[src/rtl/perf_pkg.sv]
package perf_pkg;
  typedef enum logic [2:0] {
    REG_SEL   = 3'd0,
    REG_TYPE  = 3'd1,
    REG_ENSET = 3'd2,
    REG_CTRL  = 3'd3,
    REG_VALUE = 3'd4,
    REG_OVF   = 3'd5,
    REG_CYCLE = 3'd6
  } perf_reg_e;

  localparam int CTRL_RUN_BIT     = 0;
  localparam int CTRL_CLR_EVT_BIT = 1;
  localparam int CTRL_CLR_CYC_BIT = 2;
endpackage

[src/rtl/perf_event_ctr.sv]
module perf_event_ctr #(
  parameter int W = 32
) (
  input  logic         clk,
  input  logic         rst_n,
  input  logic         inc,
  input  logic         clr,
  input  logic         ovf_clr,
  output logic [W-1:0] cnt,
  output logic         ovf
);
  logic wrap;
  assign wrap = inc && !clr && (&cnt);

  always_ff @(posedge clk) begin
    if (!rst_n)   cnt <= '0;
    else if (clr) cnt <= '0;
    else if (inc) cnt <= cnt + W'(1);
  end

  always_ff @(posedge clk) begin
    if (!rst_n)       ovf <= 1'b0;
    else if (wrap)    ovf <= 1'b1;
    else if (ovf_clr) ovf <= 1'b0;
  end

  assert_clear_wins_R6: assert property (@(posedge clk) disable iff (!rst_n)
    clr |=> cnt == '0);
  assert_count_step_R3: assert property (@(posedge clk) disable iff (!rst_n)
    (inc && !clr) |=> cnt == $past(cnt) + W'(1));
  assert_count_hold_R3: assert property (@(posedge clk) disable iff (!rst_n)
    (!inc && !clr) |=> $stable(cnt));
  assert_wrap_flag_R7: assert property (@(posedge clk) disable iff (!rst_n)
    (inc && !clr && cnt == {W{1'b1}}) |=> ovf);
  assert_flag_sticky_R7: assert property (@(posedge clk) disable iff (!rst_n)
    (ovf && !ovf_clr) |=> ovf);
endmodule

[src/rtl/perf_ctl_regs.sv]
module perf_ctl_regs
  import perf_pkg::*;
#(
  parameter int NUM_CTR = 6,
  parameter int EVT_W   = 8,
  parameter int REG_W   = 32,
  localparam int SEL_W  = $clog2(NUM_CTR)
) (
  input  logic                            clk,
  input  logic                            rst_n,
  input  logic                            wr_en,
  input  logic [2:0]                      wr_addr,
  input  logic [REG_W-1:0]                wr_data,
  output logic [SEL_W-1:0]                sel,
  output logic                            sel_ok,
  output logic [NUM_CTR-1:0][EVT_W-1:0]   codes,
  output logic [NUM_CTR-1:0]              ctr_en,
  output logic                            run,
  output logic                            clr_evt,
  output logic                            clr_cyc,
  output logic [NUM_CTR:0]                ovf_clr
);
  logic wr_sel, wr_type, wr_ens, wr_ctl, wr_ovf;
  assign wr_sel  = wr_en && (wr_addr == REG_SEL);
  assign wr_type = wr_en && (wr_addr == REG_TYPE);
  assign wr_ens  = wr_en && (wr_addr == REG_ENSET);
  assign wr_ctl  = wr_en && (wr_addr == REG_CTRL);
  assign wr_ovf  = wr_en && (wr_addr == REG_OVF);

  assign clr_evt = wr_ctl && wr_data[CTRL_CLR_EVT_BIT];
  assign clr_cyc = wr_ctl && wr_data[CTRL_CLR_CYC_BIT];
  assign ovf_clr = wr_ovf ? wr_data[NUM_CTR:0] : '0;

  always_ff @(posedge clk) begin
    if (!rst_n) begin
      sel    <= '0;
      sel_ok <= 1'b1;
      ctr_en <= '0;
      run    <= 1'b0;
    end else begin
      if (wr_sel) begin
        sel    <= wr_data[SEL_W-1:0];
        sel_ok <= wr_data < REG_W'(NUM_CTR);
      end
      if (wr_ens) ctr_en <= ctr_en | wr_data[NUM_CTR-1:0];
      if (wr_ctl) run <= wr_data[CTRL_RUN_BIT];
    end
  end

  for (genvar i = 0; i < NUM_CTR; i++) begin : g_code
    always_ff @(posedge clk) begin
      if (!rst_n) codes[i] <= '0;
      else if (wr_type && sel_ok && sel == SEL_W'(i)) codes[i] <= wr_data[EVT_W-1:0];
    end
  end

  assert_enable_set_only_R4: assert property (@(posedge clk) disable iff (!rst_n)
    1'b1 |=> (ctr_en & $past(ctr_en)) == $past(ctr_en));
  assert_bad_sel_no_type_R8: assert property (@(posedge clk) disable iff (!rst_n)
    (wr_type && !sel_ok) |=> $stable(codes));
endmodule

[src/rtl/perf_event_bank.sv]
module perf_event_bank
  import perf_pkg::*;
#(
  parameter int NUM_CTR = 6,
  parameter int CTR_W   = 32,
  parameter int CYC_W   = 32,
  parameter int EVT_W   = 8,
  parameter int REG_W   = 32
) (
  input  logic             clk,
  input  logic             rst_n,
  input  logic             wr_en,
  input  logic [2:0]       wr_addr,
  input  logic [REG_W-1:0] wr_data,
  input  logic [2:0]       rd_addr,
  output logic [REG_W-1:0] rd_data,
  input  logic             evt_valid,
  input  logic [EVT_W-1:0] evt_code
);
  localparam int SEL_W = $clog2(NUM_CTR);

  logic [SEL_W-1:0]              sel;
  logic                          sel_ok;
  logic [NUM_CTR-1:0][EVT_W-1:0] codes;
  logic [NUM_CTR-1:0]            ctr_en;
  logic                          run;
  logic                          clr_evt, clr_cyc;
  logic [NUM_CTR:0]              ovf_clr;
  logic [NUM_CTR:0]              ovf_vec;
  logic [NUM_CTR-1:0][CTR_W-1:0] cnt_arr;
  logic [NUM_CTR-1:0]            hit;
  logic [CYC_W-1:0]              cyc_cnt;

  perf_ctl_regs #(.NUM_CTR(NUM_CTR), .EVT_W(EVT_W), .REG_W(REG_W)) u_regs (
    .clk(clk), .rst_n(rst_n), .wr_en(wr_en), .wr_addr(wr_addr), .wr_data(wr_data),
    .sel(sel), .sel_ok(sel_ok), .codes(codes), .ctr_en(ctr_en), .run(run),
    .clr_evt(clr_evt), .clr_cyc(clr_cyc), .ovf_clr(ovf_clr)
  );

  for (genvar i = 0; i < NUM_CTR; i++) begin : g_ctr
    assign hit[i] = run && ctr_en[i] && evt_valid && (evt_code == codes[i]);
    perf_event_ctr #(.W(CTR_W)) u_ctr (
      .clk(clk), .rst_n(rst_n), .inc(hit[i]), .clr(clr_evt),
      .ovf_clr(ovf_clr[i]), .cnt(cnt_arr[i]), .ovf(ovf_vec[i])
    );
  end

  perf_event_ctr #(.W(CYC_W)) u_cyc (
    .clk(clk), .rst_n(rst_n), .inc(run), .clr(clr_cyc),
    .ovf_clr(ovf_clr[NUM_CTR]), .cnt(cyc_cnt), .ovf(ovf_vec[NUM_CTR])
  );

  always_comb begin
    rd_data = '0;
    case (rd_addr)
      REG_SEL:   rd_data = REG_W'(sel);
      REG_TYPE:  if (sel_ok) rd_data = REG_W'(codes[sel]);
      REG_ENSET: rd_data = REG_W'(ctr_en);
      REG_CTRL:  rd_data = REG_W'(run);
      REG_VALUE: if (sel_ok) rd_data = REG_W'(cnt_arr[sel]);
      REG_OVF:   rd_data = REG_W'(ovf_vec);
      REG_CYCLE: rd_data = REG_W'(cyc_cnt);
      default:   rd_data = '0;
    endcase
  end

  assert_bad_sel_reads_zero_R8: assert property (@(posedge clk) disable iff (!rst_n)
    (!sel_ok && (rd_addr == REG_VALUE || rd_addr == REG_TYPE)) |-> rd_data == '0);
  assert_no_count_when_stopped_R3: assert property (@(posedge clk) disable iff (!rst_n)
    (!run && !clr_evt) |=> $stable(cnt_arr));
endmodule

[config.mk]
export PLATFORM = sky130hd
export DESIGN_NAME = perf_event_bank
export DESIGN_NICKNAME = d
export VERILOG_FILES = /design/src/rtl/perf_pkg.sv /design/src/rtl/perf_event_ctr.sv /design/src/rtl/perf_ctl_regs.sv /design/src/rtl/perf_event_bank.sv
export SDC_FILE = /design/constraint.sdc
export NUM_CORES = 1
export LEC_CHECK = 0
export BUFFER_PORTS_ARGS = -buffer_cell sky130_fd_sc_hd__buf_2
export CORE_UTILIZATION = 50
export DETAILED_ROUTE_END_ITERATION = 7
export GPL_TIMING_DRIVEN = 1
export PLACE_DENSITY = 0.67
export SYNTH_ARGS = -nofsm -noshare
export SYNTH_HDL_FRONTEND = slang
export SYNTH_HIERARCHICAL = 1
export SYNTH_SLANG_ARGS = --single-unit
export TNS_END_PERCENT = 5
[constraint.sdc]
create_clock -name clk -period 9.3 [get_ports clk]
set_clock_uncertainty 0.1 [all_clocks]
set_input_delay 0.465 -clock clk [delete_from_list [all_inputs] [get_ports clk]]
set_output_delay 0.465 -clock clk [all_outputs]
set_load 0.005 [all_outputs]
==> metrics.yaml <==
outcome: "completed"
syn_inst: 1872
die_w_um: 183.1
syn_area_um2: 16400
firstDrtPassIters: 5
layout_commonest_cell: "dfxtp_1"
h-tree-depth: 2
cp_slowest_cell: "buf_4"
vias_per_cell: 6.425
max-clock-path-buffers: 3
cts_tree: "done"
internal_power_uw: 2073
met3_length_um: 3577
post_cts_buffers: 0
wl_per_cell_um: 20.27
ys_warn_count: 6
cp.required_ns: 8.74
stdcell_area_um2: 17840
start_util: 0.5144
finalCritPeriodShare: 0.4413
seq_power_share: 0.466
start_kind: "flip-flop"
r2r-end: "g_ctr[1].u_ctr/cnt[27]"
min_path_type: "input port to flip-flop"
clock_sinks: 290
max_freq_mhz: 243.6
synth-edff-count: 0
ys_async_sr_fraction: 0
avgSynthCellArea_um2: 8.761
globalRouteTotalUtil: 0.2770
switching_share: 0.2262
place_area_um2: 16720
grt_pass1_vias: 13310
slowest_delay_ns: 0.82
tns_ns: 0
synth-main-ff-cell: "dfxtp_1"
grt_max_degree: 89
ys_ff_latch: 290
drt-initial-drc-count: 1278
dpl_worst_slack_ns: 5.135
area_delta_synth_final_pct: 8.758
cts-buffers-inserted: 34
worstHoldEndpoint: "u_regs/sel_ok"
hp-start: "wr_data[22]"
die_area_um2: 33530
grt_setup_unrepaired: "no"
core_area_um2: 31880
critPathMaxFanout: 56
final_nets: 1906
max_slew_margin: 0.1753
drv_slew: 0
place_congestion: 0.9317
drt_wl_total_um: 46810
reg2regPathDepth: 8
wl_met2_um: 20610
min_period_ns: 4.104
ant_nets: 0
final_cell_mix: "dfxtp_1, a21oi_1, nand2_1"
r2r_start: "u_regs/codes[8]"
p_sw_uw: 606.0
synth_cell_types: 66
ctsHoldBuffers: 0
setup_viol: 0
cts_root_buf: "clkbuf_16"
drive_gt1_frac: 0.1132
worstMarginPinSlew_ns: 1.237
hpwl_um: 32830
synth.net_count: 1929
highest_layer: "met4"
hold_path_depth: 4
whs_ns: 0.1800
cts_resized: 0
clk_latency_ns: 0.51
finalHoldViolCount: 0
combPwrFrac: 0.040
end_kind: "primary output"
crit_chain: "buf_4 -> mux4_1 -> inv_1 -> o22ai_1 -> a2111o_1 -> buf_2"
route.detailed.drc: 0
dieHeight_um: 183.1
max_cap_violations: 0
cellLeakagePower_uw: 0.005746
grt_overflow_total: 0
vias: 14840
seq_area_frac_synth: 0.3540
clockPowerShare: 0.494
grt_pass1_wl_um: 74120
clkSlewWorstSetupHoldPaths_ns: 0.06
antenna_found_initial: 2
rows: 65
worst-endpoint-arrival_ns: 3.54
critical_path_class: "flip-flop to primary output"
layout_setup_ws_ns: 5.196
io_pins: 82
peakVddDrop_uv: 155.2
power.density_nw_per_um2: 150.2
io_buffers: 81
rrSetupSlack_ns: 5.36
drt-met1-wl_um: 21780
state kept, by name, summed over array words and instances, names as in the netlist:
| name | flops |
|---|---|
| g_ctr.u_ctr/cnt | 192 |
| g_ctr.u_ctr/ovf | 6 |
| u_cyc/cnt | 32 |
| u_cyc/ovf | 1 |
| u_regs/codes | 48 |
| u_regs/ctr_en | 6 |
| u_regs/run | 1 |
| u_regs/sel | 3 |
| u_regs/sel_ok | 1 |
metal layers:
metal,global-route usage,vias to the layer above
met1,0.4156,7273
met5,0,-
li1,-,7007
met4,0.06400,0
met3,0.03912,58
met2,0.4169,498
worst max path at each step:
stage	slack, ns	endpoint	startpoint
finish	5.20	rd_data[1]	u_regs/sel[0]
global route	5.01	rd_data[1]	u_regs/sel[0]
CTS	5.12	rd_data[1]	u_regs/sel[0]
detailed placement	5.13	g_ctr[1].u_ctr/cnt[31]	evt_code[1]
global placement	5.29	g_ctr[4].u_ctr/cnt[26]	evt_code[1]
floorplan	5.98	g_ctr[0].u_ctr/cnt[23]	evt_code[1]
cell usage after synthesis, drive strengths merged (35+ instances only):
cell type	number	area, um^2
xnor2	44	385.4
nand2	117	439.2
or4	98	735.7
xor2	81	709.4
or3	36	234.0
nor2	106	397.9
mux4	40	908.4
a21oi	129	645.6
o31ai	91	683.2
o21ai	75	375.4
nand3	108	540.5
clkbuf	103	397.9
buf	47	314.1
nand4	66	463.0
dfxtp	290	5806
inv	41	153.9
mux2i	69	690.7
a21boi	35	262.8
critical path, delay by kind of cell, from the launching register on:
kind	cells	cell delay [ns]
AO/OA/AOI/OAI	2	0.59
multiplexers	1	0.65
buffers and inverters	3	1.04
flip-flops	1	0.74
stage by stage:
stage | total power, uW | instances | utilization
2_1_floorplan | 1346 | 1872 | -
3_3_place_gp | 1379 | 2248 | 0.5246
3_5_place_dp | 1381 | 2248 | 0.5246
4_1_cts | 2697 | 2307 | 0.5593
5_1_grt | 2758 | 2309 | 0.5595
6_report | 2679 | 2309 | 0.5595
power groups by stage:
stage / Combinational [uW] / Sequential (uW) / Clock (uW)
6_report: 108 / 1250 / 1320
5_1_grt: 116 / 1250 / 1400
4_1_cts: 106 / 1250 / 1340
3_5_place_dp: 106 / 1280 / 0
3_3_place_gp: 104 / 1280 / 0
2_1_floorplan: 72.3 / 1270 / 0
cells by family after synthesis:
kind of cell / count (synthesis) / share of synthesized area
adder cells (fa/ha/maj): 7 / 0.005340
flip-flops: 290 / 0.3540
AND/OR/NAND/NOR: 711 / 0.2502
XOR/XNOR: 125 / 0.06675
AO/OA/AOI/OAI: 438 / 0.1727
multiplexers: 110 / 0.09818
buffers and inverters: 191 / 0.05279
layout make-up:
class / count / area, um^2
Antenna cell: 2 / 5.005
Tap cell: 435 / 544.3
Inverter: 41 / 153.9
Clock buffer: 51 / 1036
Fill cell: 2947 / 14040
Clock inverter: 8 / 71.32
Multi-Input combinational cell: 1391 / 9736
Timing Repair Buffer: 91 / 480.5
Sequential cell: 290 / 5811
(Power assumes the default switching activity.)
